<file path="config.mk">
export PLATFORM = sky130hd
export DESIGN_NAME = hn_err_report
export DESIGN_NICKNAME = d
export VERILOG_FILES = /design/src/rtl/hn_err_pkg.sv /design/src/rtl/hn_resp_fwd.sv /design/src/rtl/hn_corr_counter.sv /design/src/rtl/hn_mn_report.sv /design/src/rtl/hn_err_report.sv
export SDC_FILE = /design/constraint.sdc
export NUM_CORES = 1
export LEC_CHECK = 0
export BUFFER_PORTS_ARGS = -buffer_cell sky130_fd_sc_hd__buf_2
export CELL_PAD_IN_SITES_DETAIL_PLACEMENT = 0
export CELL_PAD_IN_SITES_GLOBAL_PLACEMENT = 2
export CORE_MARGIN = 3
export CORE_UTILIZATION = 28
export CTS_CLUSTER_SIZE = 16
export DETAILED_ROUTE_END_ITERATION = 12
export PLACE_DENSITY = 0.77
export SETUP_SLACK_MARGIN = 0.4
export SYNTH_ARGS = -nofsm -noshare
export SYNTH_HDL_FRONTEND = slang
export SYNTH_HIERARCHICAL = 1
export SYNTH_SLANG_ARGS = --single-unit
</file>
<file path="constraint.sdc">
create_clock -name clk -period 2.2 [get_ports clk]
set_clock_uncertainty 0.2 [all_clocks]
set_input_delay 0.11 -clock clk [delete_from_list [all_inputs] [get_ports clk]]
set_output_delay 0.11 -clock clk [all_outputs]
set_load 0.02 [all_outputs]
</file>
<file path="src/rtl/hn_err_pkg.sv">
package hn_err_pkg;

    typedef enum logic [1:0] {
        ORG_MEM   = 2'b00,
        ORG_SNP   = 2'b01,
        ORG_EVICT = 2'b10,
        ORG_RSVD  = 2'b11
    } origin_e;

    typedef enum logic [1:0] {
        ECC_NONE   = 2'b00,
        ECC_CORR   = 2'b01,
        ECC_UNCORR = 2'b10,
        ECC_RSVD   = 2'b11
    } ecc_e;

    typedef enum logic [1:0] {
        RSP_OKAY        = 2'b00,
        RSP_RSVD        = 2'b01,
        RSP_DATA_ERR    = 2'b10,
        RSP_NONDATA_ERR = 2'b11
    } resp_e;

    typedef enum logic [1:0] {
        CAUSE_NONE      = 2'b00,
        CAUSE_EVICT_UE  = 2'b01,
        CAUSE_CE_THRESH = 2'b10,
        CAUSE_RSVD      = 2'b11
    } cause_e;

    typedef struct packed {
        logic    valid;
        origin_e origin;
        ecc_e    ecc;
        resp_e   resp;
    } rsp_evt_t;

    // An error already marked by an earlier detector wins; otherwise mark local uncorrectable data.
    function automatic resp_e fwd_resp(rsp_evt_t e);
        if (e.resp != RSP_OKAY)
            return e.resp;
        if (e.ecc == ECC_UNCORR)
            return RSP_DATA_ERR;
        return RSP_OKAY;
    endfunction

    function automatic logic is_evict_ue(rsp_evt_t e);
        return e.valid && (e.origin == ORG_EVICT) && (e.ecc == ECC_UNCORR);
    endfunction

    function automatic logic is_evict_ce(rsp_evt_t e);
        return e.valid && (e.origin == ORG_EVICT) && (e.ecc == ECC_CORR);
    endfunction

endpackage

</file>
<file path="src/rtl/hn_resp_fwd.sv">
module hn_resp_fwd
    import hn_err_pkg::*;
(
    input  logic     clk,
    input  logic     rst,
    input  rsp_evt_t evt,
    output logic     out_valid,
    output resp_e    out_resp
);

    always_ff @(posedge clk) begin
        if (rst) begin
            out_valid <= 1'b0;
            out_resp  <= RSP_OKAY;
        end else begin
            out_valid <= evt.valid;
            out_resp  <= evt.valid ? fwd_resp(evt) : RSP_OKAY;
        end
    end

    AST_FWD_LATENCY: assert property (@(posedge clk) disable iff (rst)
        evt.valid |=> out_valid);

    AST_MARKED_PASSTHRU: assert property (@(posedge clk) disable iff (rst)
        (evt.valid && evt.resp != RSP_OKAY) |=> (out_resp == $past(evt.resp)));

    AST_UE_TO_DERR: assert property (@(posedge clk) disable iff (rst)
        (evt.valid && evt.resp == RSP_OKAY && evt.ecc == ECC_UNCORR)
        |=> (out_valid && out_resp == RSP_DATA_ERR));

endmodule

</file>
<file path="src/rtl/hn_corr_counter.sv">
module hn_corr_counter #(
    parameter int CNT_W = 8
) (
    input  logic             clk,
    input  logic             rst,
    input  logic             inc,
    input  logic             clr,
    input  logic [CNT_W-1:0] thresh,
    output logic [CNT_W-1:0] count,
    output logic             thr_evt
);

    localparam logic [CNT_W-1:0] CNT_MAX = '1;

    logic [CNT_W-1:0] cnt_nxt;
    logic             hit;

    always_comb begin
        cnt_nxt = count;
        hit     = 1'b0;
        if (clr) begin
            cnt_nxt = '0;
        end else if (inc && count != CNT_MAX) begin
            cnt_nxt = count + 1'b1;
            hit     = (thresh != '0) && (cnt_nxt == thresh);
        end
    end

    always_ff @(posedge clk) begin
        if (rst) begin
            count   <= '0;
            thr_evt <= 1'b0;
        end else begin
            count   <= cnt_nxt;
            thr_evt <= hit;
        end
    end

    AST_CNT_NO_WRAP: assert property (@(posedge clk) disable iff (rst)
        (count == CNT_MAX && !clr) |=> (count == CNT_MAX));

    AST_CLR_PRIO: assert property (@(posedge clk) disable iff (rst)
        clr |=> (count == '0));

    AST_CNT_HOLD: assert property (@(posedge clk) disable iff (rst)
        (!clr && !inc) |=> $stable(count));

    AST_THR_ONCE: assert property (@(posedge clk) disable iff (rst)
        thr_evt |=> !thr_evt);

endmodule

</file>
<file path="src/rtl/hn_mn_report.sv">
module hn_mn_report
    import hn_err_pkg::*;
(
    input  logic   clk,
    input  logic   rst,
    input  logic   evict_ue,
    input  logic   thr_evt,
    output logic   mn_pulse,
    output cause_e mn_cause
);

    logic pend;

    always_ff @(posedge clk) begin
        if (rst) begin
            mn_pulse <= 1'b0;
            mn_cause <= CAUSE_NONE;
            pend     <= 1'b0;
        end else if (evict_ue) begin
            mn_pulse <= 1'b1;
            mn_cause <= CAUSE_EVICT_UE;
            pend     <= pend | thr_evt;
        end else if (thr_evt || pend) begin
            mn_pulse <= 1'b1;
            mn_cause <= CAUSE_CE_THRESH;
            pend     <= 1'b0;
        end else begin
            mn_pulse <= 1'b0;
            mn_cause <= CAUSE_NONE;
        end
    end

    AST_EVICT_FIRST: assert property (@(posedge clk) disable iff (rst)
        evict_ue |=> (mn_pulse && mn_cause == CAUSE_EVICT_UE));

    AST_DEFER_THRESH: assert property (@(posedge clk) disable iff (rst)
        (evict_ue && thr_evt) ##1 !evict_ue |=> (mn_pulse && mn_cause == CAUSE_CE_THRESH));

    AST_CAUSE_IDLE: assert property (@(posedge clk) disable iff (rst)
        !mn_pulse |-> (mn_cause == CAUSE_NONE));

    AST_CAUSE_LEGAL: assert property (@(posedge clk) disable iff (rst)
        mn_pulse |-> (mn_cause == CAUSE_EVICT_UE || mn_cause == CAUSE_CE_THRESH));

endmodule

</file>
<file path="src/rtl/hn_err_report.sv">
module hn_err_report
    import hn_err_pkg::*;
#(
    parameter int CNT_W = 8
) (
    input  logic             clk,
    input  logic             rst,
    input  logic             in_valid,
    input  logic [1:0]       in_origin,
    input  logic [1:0]       in_ecc,
    input  logic [1:0]       in_resp,
    input  logic [CNT_W-1:0] cnt_thresh,
    input  logic             cnt_clear,
    output logic             out_valid,
    output logic [1:0]       out_resp,
    output logic             mn_pulse,
    output logic [1:0]       mn_cause,
    output logic [CNT_W-1:0] corr_count
);

    rsp_evt_t evt;
    resp_e    fwd_code;
    cause_e   cause;
    logic     thr_evt;

    always_comb begin
        evt.valid  = in_valid;
        evt.origin = origin_e'(in_origin);
        evt.ecc    = ecc_e'(in_ecc);
        evt.resp   = resp_e'(in_resp);
    end

    hn_resp_fwd u_fwd (
        .clk       (clk),
        .rst       (rst),
        .evt       (evt),
        .out_valid (out_valid),
        .out_resp  (fwd_code)
    );

    hn_corr_counter #(.CNT_W(CNT_W)) u_cnt (
        .clk     (clk),
        .rst     (rst),
        .inc     (is_evict_ce(evt)),
        .clr     (cnt_clear),
        .thresh  (cnt_thresh),
        .count   (corr_count),
        .thr_evt (thr_evt)
    );

    hn_mn_report u_rpt (
        .clk      (clk),
        .rst      (rst),
        .evict_ue (is_evict_ue(evt)),
        .thr_evt  (thr_evt),
        .mn_pulse (mn_pulse),
        .mn_cause (cause)
    );

    assign out_resp = fwd_code;
    assign mn_cause = cause;

    AST_PASSTHRU_SILENT: assert property (@(posedge clk) disable iff (rst)
        (in_valid && in_origin != 2'b10 && !thr_evt) |=> (mn_cause != CAUSE_EVICT_UE));

endmodule

</file>
==> out/qor.csv, run 1 <==
stage,metric,value,unit
power,pwr-share-comb,13.3,%
setup_path,crit_fanout,5,
cells_and_area,drive_gt1_share,46.0,%
grt,gr-total-overflow,0,
cells_and_area,fill_cells,333,
clock_network,clk_latency,0.29,ns
clock_network,cts_tree,built,
route,via_count,854,
yosys,yosysMostFrequentCell,dfxtp_1,
sta,setup_viol,0,
floorplan,fp.dieH,63.1,um
yosys,netlist_top_cells_count,"dfxtp_1, nor2_1, xnor2_1, xor2_1",
power,powerDensity,430,nW/um^2
yosys,async_reset_ff_share,0,%
floorplan,core-area,3080,sq um
route,drcViolationCount,0,
clock_network,clk_pin_slew,0.10,ns
yosys,synthFlopType,dfxtp_1,
job,cap_violations,0,
sta,holdWs,0.0119,ns
yosys,yosys-top-cells-area,"dfxtp_1, xnor2_1, xor2_1",
sta,hold_violations,0,
floorplan,initial_core_util,29.6,%
clock_network,cts_root_buf,clkbuf_4,
power,power.switching,0.000135,W
floorplan,row_count,20,
yosys,synth_edf_count,0,
setup_path,arrival,1.85,ns
clock_network,htree_levels,1,
power,pwr-share-clk,35.4,%
clock_network,cts_buffers,3,
placement,place_area,1120,sq um
yosys,synth.cell_area,912,sq um
setup_path,required,2.20,ns
floorplan,ios,32,
grt,antenna_found_initial,0,
yosys,ys_ff_latch,16,
setup_path,worstSetupPathType,flip-flop to flip-flop,
cells_and_area,diodes,0,
route,avgRoutedWirePerCell,13.2,um
sta,tightest_slew,0.351,ns
sta,drv_slew,0,
route,viasPerCell,4.67,
power,internal-power,0.000425,W
min_path,worst_hold_path_type,primary input to flip-flop,
yosys,yosysWarnings,6,
yosys,syn_area_per_cell,9.40,sq um
route,drt-total-wl,2.41,mm
sta,tns,0,ns
sta,final.min_clock_period,1.86,ns
floorplan,dieArea,3980,sq um
placement,port_buffers,31,
yosys,syn-instance-count,97,
yosys,ys_seq_area_share,35.1,%
yosys,synth_fp_nets,116,
cells_and_area,area_growth,42.7,%
placement,post-dp-hpwl,1.74,mm
cells_and_area,fin_nets,159,
floorplan,die_w,63.1,um
sta,period_share,84.3,%
power,switching_share,24.1,%
cells_and_area,fin_area,1300,sq um
placement,place.gp.congestion,0.721,
sta,relSlewSlack,76.4,%
route,drtIter0Drc,14,
setup_path,rrSetupSlack,0.34,ns
grt,grt_pass1_wl,4.26,mm
outcome,status,finished clean,
sta,rsz0062_at_grt,true,
setup_path,start_kind,flip-flop,
grt,grt_pass1_vias,924,
yosys,synth_area_leader_cell,dfxtp_1,
power,pwr-share-seq,51.3,%
setup_path,worstSetupEndpointType,flip-flop,
power,leakage,0.517,nW
clock_network,cts.path.max_buffers,2,
grt,grt_max_degree,10,
grt,grt_usage,13.6,%
sta,fmax,539,MHz
yosys,yosysUniqueCellTypes,40,
power,ir_worst_vdd,0.329,mV
yosys,netlist.area_leader.share,35.1,%
clock_network,cts_sinks,16,
route,ant_nets,0,
route,first_pass_iters,3,
==> worst max-delay path: stages, from the launching register on <==
cell and delay, ns:
dfxtp_4 0.38, ha_4 0.25, a311oi_2 0.18, a21oi_1 0.07, or4_4 0.49, a2111oi_4 0.19
==> cell usage in the layout (no fill, tap or decap), types with 5 or more instances in the layout <==
cell           netlist  layout
buf_2                1      31
xnor2_1              6       6
dfxtp_4              0       5
xor2_1               6       5
nor2_1              12      12
dlygate4sd3_1        0       7
buf_4                1       5
dfxtp_1             16       9
==> what timing repair did <==
| item | in CTS | in global routing |
|---|---|---|
| gates resized for setup | 6 | 2 |
| hold buffers | 7 | 0 |
| pin swaps | 1 | 2 |
| buffers inserted | 5 | 0 |
| endpoints found under the hold margin | 8 | 0 |
| endpoints found under the setup margin | 1 | 1 |
==> sequential cells by signal (all words and copies together) (netlist names) <==
signal           flops
u_cnt/count          8
u_fwd/out_resp       2
u_rpt/mn_cause       2
u_cnt/thr_evt        1
u_fwd/out_valid      1
u_rpt/mn_pulse       1
u_rpt/pend           1
==> per-layer routing <==
layer / wire length (um) / global-route usage (%) / vias to the layer above / share of wire, %
met4: 29 / 4.68 / 0 / 1.2
met1: 1010 / 14.5 / 387 / 42
met5: 0 / 0 / - / 0
met2: 1210 / 24.2 / 28 / 50
li1: - / - / 434 / -
met3: 163 / 5.17 / 5 / 6.8
==> cell type report <==
| cell class | count | area, sq um | share of cell area (%) |
|---|---|---|---|
| timing repair buffer | 43 | 263 | 20.2 |
| clock buffer | 4 | 36.3 | 2.79 |
| tap | 44 | 55.1 | 4.23 |
| multi-input combinational | 74 | 598 | 46.0 |
| inverter | 2 | 7.51 | 0.577 |
| sequential | 16 | 342 | 26.2 |
==> kinds of logic after synthesis <==
family	Yosys count	share of synthesized area, %
and+or+nand+nor	44	33.3
AOI/OAI and AO/OA	16	13.3
DFF	16	35.1
xor gates and xnor gates	12	11.5
buffers and inverters	7	4.25
muxes	1	1.10
adders and majority gates	1	1.37
==> path summary, 6_finish.rpt <==
path	from	endpoint	cells after the start
hold / removal	cnt_clear	u_cnt/count[5]$_SDFFE_PP0N_	3
hold reg to reg	u_cnt/thr_evt$_SDFF_PP0_	u_rpt/mn_pulse$_SDFF_PP0_	2
setup / recovery	u_cnt/count[1]$_SDFFE_PP0N_	u_cnt/thr_evt$_SDFF_PP0_	5
setup reg to reg	u_cnt/count[1]$_SDFFE_PP0N_	u_cnt/thr_evt$_SDFF_PP0_	5
==> metrics by stage <==
stage | instances | total power (W) | util [%] | setup slack [ns]
floorplan | 97 | 0.000329 | - | 0.322
global placement | 167 | 0.000359 | 36.3 | 0.281
detailed placement | 167 | 0.000359 | 36.3 | 0.286
CTS | 183 | 0.000569 | 42.0 | 0.366
global route | 183 | 0.000588 | 42.3 | 0.298
finish | 183 | 0.000560 | 42.3 | 0.345
==> power groups by stage <==
stage                     sequential, W  clock, W  combinational [W]
after floorplan                0.000302         0          0.0000267
after CTS                      0.000288  0.000207          0.0000734
after detailed placement       0.000298         0          0.0000612
after global placement         0.000298         0          0.0000613
after global routing           0.000288  0.000219          0.0000814
final                          0.000287  0.000198          0.0000741
Note: power is estimated with default switching activity, not from simulation.
==> run 2, diff against run 1 <==
Settings changed: ABC_AREA from default to 1, CORE_UTILIZATION 28 to 22, PLACE_DENSITY 0.77 to 0.73.
Clock period 2.2 ns to 1.5 ns, I/O delays scaled along.
==> out/qor.csv, run 2 <==
stage,metric,value,unit,change
power,leakage,0.765,nW,was 0.517 nW
floorplan,dieArea,4970,sq um,was 3980 sq um
cells_and_area,drive_gt1_share,41.9,%,was 46.0%
cells_and_area,regMostFlops,u_cnt/count,,unchanged
sta,final.min_clock_period,1.55,ns,was 1.86 ns
floorplan,fp.dieH,70.5,um,was 63.1 um
sta,drv_slew,0,,unchanged
grt,grt_use_met2,16.7,%,was 24.2%
placement,place_ws,-0.110,ns,was 0.286 ns
outcome,status,"complete, but fails checks",,was finished clean
setup_path,rrSetupSlack,-0.05,ns,was 0.34 ns
route,drt-total-wl,2.61,mm,was 2.41 mm
power,powerDensity,615,nW/um^2,was 430 nW/um^2
clock_network,cts_sinks,16,,unchanged
floorplan,die_w,70.5,um,was 63.1 um
route,ant_nets,0,,unchanged
setup_path,crit_chain,ha_4 > nand2_4 > inv_4 > nand2_4 > o21ai_4 > clkinv_4 > nand2_2 > nor2_2 > nand2_1 > nor2_1,,was ha_4 > a311oi_2 > a21oi_1 > or4_4 > a2111oi_4
yosys,ys_seq_area_share,35.0,%,was 35.1%
setup_path,crit_family,flip-flops,,was simple AND/OR/NAND/NOR gates
setup_path,slowest_delay,0.37,ns,was 0.49 ns
setup_path,crit_fanout,6,,was 5
cells_and_area,mostFrequentLayoutCell,nand2_1,,was buf_2
cells_and_area,diodes,0,,unchanged
grt,grt_pass1_vias,963,,was 924
yosys,synthFlopType,dfxtp_1,,unchanged
yosys,ys_ff_latch,16,,unchanged
yosys,async_reset_ff_share,0,%,unchanged
yosys,yosysMostFrequentCell,nand2_1,,was dfxtp_1
cells_and_area,reg.largest.list,"u_cnt/count (8), u_fwd/out_resp (2), u_rpt/mn_cause (2)",,unchanged
yosys,syn_area_per_cell,6.58,sq um,was 9.40 sq um
grt,grt_max_degree,13,,was 10
cells_and_area,area_growth,66.6,%,was 42.7%
yosys,synth_area_leader_cell,dfxtp_1,,unchanged
yosys,syn-instance-count,139,,was 97
yosys,netlist_top_cells_count,"nand2_1, inv_1, dfxtp_1, nor2_1, nand3_1",,"was dfxtp_1, nor2_1, xnor2_1, xor2_1"
grt,grt_pass1_wl,4.20,mm,was 4.26 mm
clock_network,cts_root_buf,clkbuf_8,,was clkbuf_4
cells_and_area,largest_reg_flops,8,,unchanged
setup_path,slowest_stage,dfxtp_4,,was or4_4
route,drtIter0Drc,31,,was 14
yosys,yosysWarnings,6,,unchanged
sta,rsz0062_at_grt,true,,unchanged
yosys,yosys-top-cells-area,"dfxtp_1, nand2_1, inv_1",,"was dfxtp_1, xnor2_1, xor2_1"
sta,setup_viol,7,,was 0
min_path,hold_depth,6,,was 3
job,cap_violations,0,,unchanged
min_path,worst_hold_path_type,primary input to flip-flop,,unchanged
clock_network,htree_levels,1,,unchanged
yosys,yosysUniqueCellTypes,23,,was 40
outcome,violations,negative setup slack,,
sta,tns,-0.269,ns,was 0 ns
route,avgRoutedWirePerCell,10.6,um,was 13.2 um
setup_path,arrival,1.50,ns,was 1.85 ns
floorplan,ios,32,,unchanged
grt,busiest_layer,met2,,unchanged
grt,use_met1,13.9,%,was 14.5%
floorplan,initial_core_util,23.9,%,was 29.6%
sta,hold_violations,0,,unchanged
sta,fmax,643,MHz,was 539 MHz
route,first_pass_iters,4,,was 3
grt,use_met3,1.29,%,was 5.17%
yosys,synth_edf_count,0,,unchanged
clock_network,cts.path.max_buffers,2,,unchanged
floorplan,core-area,3830,sq um,was 3080 sq um
setup_path,worstSetupPathType,flip-flop to flip-flop,,unchanged
cells_and_area,final_cell_mix,"nand2_1, inv_1, buf_2",,"was buf_2, nor2_1, dfxtp_1"
route,viasPerCell,4.11,,was 4.67
placement,port_buffers,31,,unchanged
placement,place.gp.congestion,0.751,,was 0.721
sta,relSlewSlack,79.5,%,was 76.4%
grt,antenna_found_initial,0,,unchanged
yosys,netlist.area_leader.share,35.0,%,was 35.1%
placement,post-dp-hpwl,2.01,mm,was 1.74 mm
sta,period_share,104,%,was 84.3%
setup_path,reg2reg_depth,10,,was 5
sta,fin_ws,-0.0549,ns,was 0.345 ns
grt,grt_usage,10.5,%,was 13.6%
yosys,synth_fp_nets,158,,was 116
sta,tightest_slew,0.307,ns,was 0.351 ns
setup_path,crit_path_frequent_cell,nand2_4,,
floorplan,row_count,22,,was 20
yosys,synth.cell_area,915,sq um,was 912 sq um
setup_path,worstSetupEndpointType,flip-flop,,unchanged
clock_network,cts_tree,built,,unchanged
clock_network,clk_pin_slew,0.07,ns,was 0.10 ns
setup_path,start_kind,flip-flop,,unchanged
route,drcViolationCount,0,,unchanged
setup_path,critical_path_depth,10,,was 5
route,via_count,1012,,was 854
clock_network,clk_latency,0.25,ns,was 0.29 ns
setup_path,cp.buffers_inverters,2,,was 0
cells_and_area,fin_nets,218,,was 159
grt,gr-total-overflow,0,,unchanged
setup_path,required,1.45,ns,was 2.20 ns
power,ir_worst_vdd,0.246,mV,was 0.329 mV
clock_network,cts_buffers,3,,unchanged
## run 2: per-layer routing
| metal | share of wire [%] | vias up |
|---|---|---|
| met5 | 0 | - |
| met4 | 0 | 0 |
| met3 | 2.0 | 0 |
| met2 | 48 | 15 |
| met1 | 50 | 450 |
| li1 | - | 547 |
## run 2: cell type report
| cell class | instances | area [sq um] |
|---|---|---|
| fill | 410 | 2300 |
| multi-input combinational | 93 | 522 |
| timing repair buffer | 55 | 425 |
| sequential | 16 | 337 |
| inverter | 29 | 116 |
| tap | 48 | 60.1 |
| clock buffer | 4 | 55.1 |
| timing repair inverter | 1 | 8.76 |
## run 2: repair_timing
| item | 4_1_cts | 5_1_grt |
|---|---|---|
| resized for setup | 22 | 17 |
| pin swaps | 0 | 11 |
| setup buffers | 1 | 2 |
| cloned | 0 | 1 |
| setup endpoints to repair | 16 | 19 |
| hold buffers | 9 | 0 |
| hold endpoints to repair | 9 | 0 |
## run 2: cells by family (layout without fill, tap and decap cells)
kind of cell    count (synthesis)  after routing  share of synthesized area [%]
flops                          16             16                           35.0
fa+ha+maj                       1              1                           1.37
xor+xnor                        3              3                           2.87
compound gates                 20             20                           12.6
buf+inv                        30             89                           13.1
simple gates                   69             69                           35.0
## run 2: power breakdown
| part | switching, W | internal [W] |
|---|---|---|
| sequential | 0.00000304 | 0.000426 |
| combinational | 0.0000635 | 0.0000607 |
| clock | 0.000152 | 0.000233 |
## run 2: worst register-to-register path: stages (launching register included)
cell and delay [ns]:
dfxtp_4 0.37, ha_4 0.15, nand2_4 0.07, inv_4 0.07
nand2_4 0.05, o21ai_4 0.20, clkinv_4 0.13, nand2_2 0.09
nor2_2 0.04, nand2_1 0.05, nor2_1 0.03
## run 2: final timing paths
path,from,endpoint
setup reg to reg,u_cnt/count[0]$_SDFFE_PP0N_,u_cnt/thr_evt$_SDFF_PP0_
hold reg to reg,u_rpt/pend$_SDFFE_PP0P_,u_rpt/pend$_SDFFE_PP0P_
setup / recovery,u_cnt/count[0]$_SDFFE_PP0N_,u_cnt/thr_evt$_SDFF_PP0_
hold / removal,cnt_thresh[5],u_cnt/thr_evt$_SDFF_PP0_
## run 2: per-stage QoR
step	power (W)	utilization [%]	hold WS [ns]	instance area (sq um)	std cells
global route	0.000981	39.8	0.0498	1520	246
floorplan	0.000488	-	-0.0559	948	139
finish	0.000938	39.8	0.0105	1520	246
global placement	0.000538	32.5	0.105	1240	229
detailed placement	0.000538	32.5	0.114	1240	229
CTS	0.000953	38.1	0.00911	1460	243
==> run 3, diff against run 2 <==
Settings changed: PLACE_DENSITY 0.73 to 0.79.
==> out/qor.csv, run 3 (synthesized netlist as in run 2, its figures left out) <==
stage,metric,value,unit,change
grt,antenna_found_initial,0,,unchanged
cells_and_area,drive_gt1_share,37.5,%,was 41.9%
setup_path,reg2reg_from,u_cnt/count[1]$_SDFFE_PP0N_,,was u_cnt/count[0]$_SDFFE_PP0N_
setup_path,slowest_delay,0.38,ns,was 0.37 ns
sta,rsz0062_at_grt,true,,unchanged
sta,setup_viol,4,,was 7
route,first_pass_iters,4,,unchanged
grt,grt_usage,11.1,%,was 10.5%
setup_path,crit_chain,ha_4 > nand2_4 > inv_4 > nand2_4 > o21ai_4 > inv_4 > nand2_1 > nor2_2 > nand2_1 > nor2_1,,was ha_4 > nand2_4 > inv_4 > nand2_4 > o21ai_4 > clkinv_4 > nand2_2 > nor2_2 > nand2_1 > nor2_1
sta,drv_slew,0,,unchanged
sta,holdWs,0.0161,ns,was 0.0105 ns
placement,place_area,1220,sq um,was 1240 sq um
min_path,worst_hold_path_type,primary input to flip-flop,,unchanged
grt,grt_pass1_vias,990,,was 963
cells_and_area,largest_reg_flops,8,,unchanged
outcome,status,"complete, but fails checks",,unchanged
power,pwr-share-clk,41.9,%,was 41.0%
placement,port_buffers,31,,unchanged
cells_and_area,diodes,0,,unchanged
cells_and_area,fin_area,1440,sq um,was 1520 sq um
grt,grt_pass1_wl,4.49,mm,was 4.20 mm
power,pwr-share-seq,45.5,%,was 45.7%
cells_and_area,area_growth,57.5,%,was 66.6%
route,drtIter0Drc,42,,was 31
clock_network,cts_tree,built,,unchanged
setup_path,worstSetupEndpointType,flip-flop,,unchanged
clock_network,cts.path.max_buffers,2,,unchanged
setup_path,crit_start,u_cnt/count[1]$_SDFFE_PP0N_,,was u_cnt/count[0]$_SDFFE_PP0N_
cells_and_area,reg.largest.list,"u_cnt/count (8), u_fwd/out_resp (2), u_rpt/mn_cause (2)",,unchanged
route,via_count,1026,,"was 1,012"
setup_path,critical_path_depth,10,,unchanged
setup_path,start_kind,flip-flop,,unchanged
cells_and_area,fin_nets,212,,was 218
clock_network,cts_sinks,16,,unchanged
clock_network,htree_levels,1,,unchanged
route,drcViolationCount,0,,unchanged
setup_path,slowest_stage,dfxtp_4,,unchanged
grt,gr-total-overflow,0,,unchanged
setup_path,worstSetupPathType,flip-flop to flip-flop,,unchanged
route,ant_nets,0,,unchanged
route,avgRoutedWirePerCell,10.9,um,was 10.6 um
setup_path,required,1.45,ns,about the same
setup_path,rrSetupSlack,-0.03,ns,was -0.05 ns
sta,final.min_clock_period,1.53,ns,was 1.55 ns
power,leakage,0.731,nW,was 0.765 nW
cells_and_area,fill_cells,426,,was 410
setup_path,r2r-end,u_cnt/thr_evt$_SDFF_PP0_,,unchanged
cells_and_area,final_cell_mix,"nand2_1, inv_1, buf_2",,unchanged
sta,tightest_slew,0.278,ns,was 0.307 ns
floorplan,ios,32,,unchanged
clock_network,clk_pin_slew,0.07,ns,about the same
sta,relSlewSlack,81.4,%,was 79.5%
outcome,violations,negative setup slack,,unchanged
power,powerDensity,652,nW/um^2,was 615 nW/um^2
setup_path,crit_family,flip-flops,,unchanged
power,pwr-share-comb,12.6,%,was 13.2%
job,cap_violations,0,,unchanged
setup_path,crit_fanout,12,,was 6
placement,post-dp-hpwl,2.04,mm,was 2.01 mm
floorplan,row_count,22,,unchanged
setup_path,cp.buffers_inverters,2,,unchanged
sta,period_share,102,%,was 104%
floorplan,initial_core_util,23.9,%,unchanged
clock_network,clk_latency,0.25,ns,about the same
setup_path,arrival,1.48,ns,was 1.50 ns
clock_network,cts_buffers,3,,unchanged
setup_path,reg2reg_depth,10,,unchanged
power,internal-power,0.000715,W,was 0.000719 W
route,viasPerCell,4.28,,was 4.11
sta,fin_ws,-0.0305,ns,was -0.0549 ns
floorplan,core-area,3830,sq um,unchanged
power,switching_share,23.9,%,was 23.3%
floorplan,dieArea,4970,sq um,unchanged
cells_and_area,mostFrequentLayoutCell,nand2_1,,unchanged
sta,fmax,653,MHz,was 643 MHz
floorplan,die_w,70.5,um,unchanged
route,drt-total-wl,2.62,mm,was 2.61 mm
clock_network,cts_root_buf,clkbuf_8,,unchanged
floorplan,fp.dieH,70.5,um,unchanged
placement,place.gp.congestion,0.819,,was 0.751
power,ir_worst_vdd,0.228,mV,was 0.246 mV
sta,hold_violations,0,,unchanged
setup_path,crit_end,u_cnt/thr_evt$_SDFF_PP0_,,unchanged
power,power.switching,0.000224,W,was 0.000219 W
cells_and_area,regMostFlops,u_cnt/count,,unchanged
grt,grt_max_degree,13,,unchanged
run 3: cell count changes in the layout (fill, tap and decap cells not counted), sizes merged:
cell	change
buf	-5
clkinv	-1
run 3: worst min path at each step:
| stage | start | end | cells past startpoint |
|---|---|---|---|
| 2_1_floorplan | rst | u_rpt/mn_pulse$_SDFF_PP0_ | 1 |
| 3_5_place_dp | in_resp[0] | u_fwd/out_resp[0]$_SDFF_PP0_ | 3 |
| 5_1_grt | cnt_thresh[5] | u_cnt/thr_evt$_SDFF_PP0_ | 6 |
| 4_1_cts | cnt_thresh[5] | u_cnt/thr_evt$_SDFF_PP0_ | 6 |
| 3_3_place_gp | in_resp[0] | u_fwd/out_resp[0]$_SDFF_PP0_ | 3 |
| 6_report | cnt_thresh[5] | u_cnt/thr_evt$_SDFF_PP0_ | 6 |
run 3: cell type report:
cell class	instances	area, sq um	area share, %
multi-input cells	93	504	35.0
repair buffers	50	367	25.5
flip-flops and latches	16	340	23.6
inverters	29	114	7.91
well taps	48	60.1	4.17
clock buffers	4	55.1	3.82
run 3: tightest hold or removal path, cell delays in order:
cell and delay, ns:
buf_2 0.10, nand2_1 0.05, nand2_1 0.07, nor2_2 0.05, nand2_1 0.05, nor2_1 0.03
run 3: what timing repair did:
item                       4_1_cts  5_1_grt
pin swaps                        1        2
hold endpoints to repair         9        0
cloned                           0        0
buffers inserted                 1        0
gates resized for setup         18        8
setup endpoints to repair       16       19
hold buffers                     9        0
run 3: per-stage QoR:
| step | util [%] | cells | total power, W | setup slack (ns) | TNS (ns) |
|---|---|---|---|---|---|
| floorplan | - | 139 | 0.000488 | -0.0788 | -0.345 |
| global placement | 31.9 | 226 | 0.000537 | -0.0932 | -0.0969 |
| detailed placement | 31.9 | 226 | 0.000538 | -0.0893 | -0.173 |
| CTS | 37.1 | 240 | 0.000955 | -0.0222 | -0.0525 |
| global route | 37.6 | 240 | 0.000988 | -0.160 | -0.885 |
| finish | 37.6 | 240 | 0.000939 | -0.0305 | -0.0584 |
run 3: metal layers:
| layer | up-vias | part of all wire (%) | global-route usage (%) |
|---|---|---|---|
| met1 | 458 | 47 | 14.6 |
| met3 | 4 | 4.6 | 1.87 |
| met4 | 0 | 1.6 | 3.83 |
| met2 | 26 | 46 | 18.0 |
| met5 | - | 0 | 0 |
| li1 | 538 | - | - |
run 3: power by group through the flow:
stage | clock [W] | combinational (W) | sequential (W)
2_1_floorplan | 0 | 0.0000406 | 0.000448
3_3_place_gp | 0 | 0.0000978 | 0.000440
3_5_place_dp | 0 | 0.0000976 | 0.000440
4_1_cts | 0.000405 | 0.000119 | 0.000430
5_1_grt | 0.000427 | 0.000133 | 0.000428
6_report | 0.000393 | 0.000119 | 0.000427
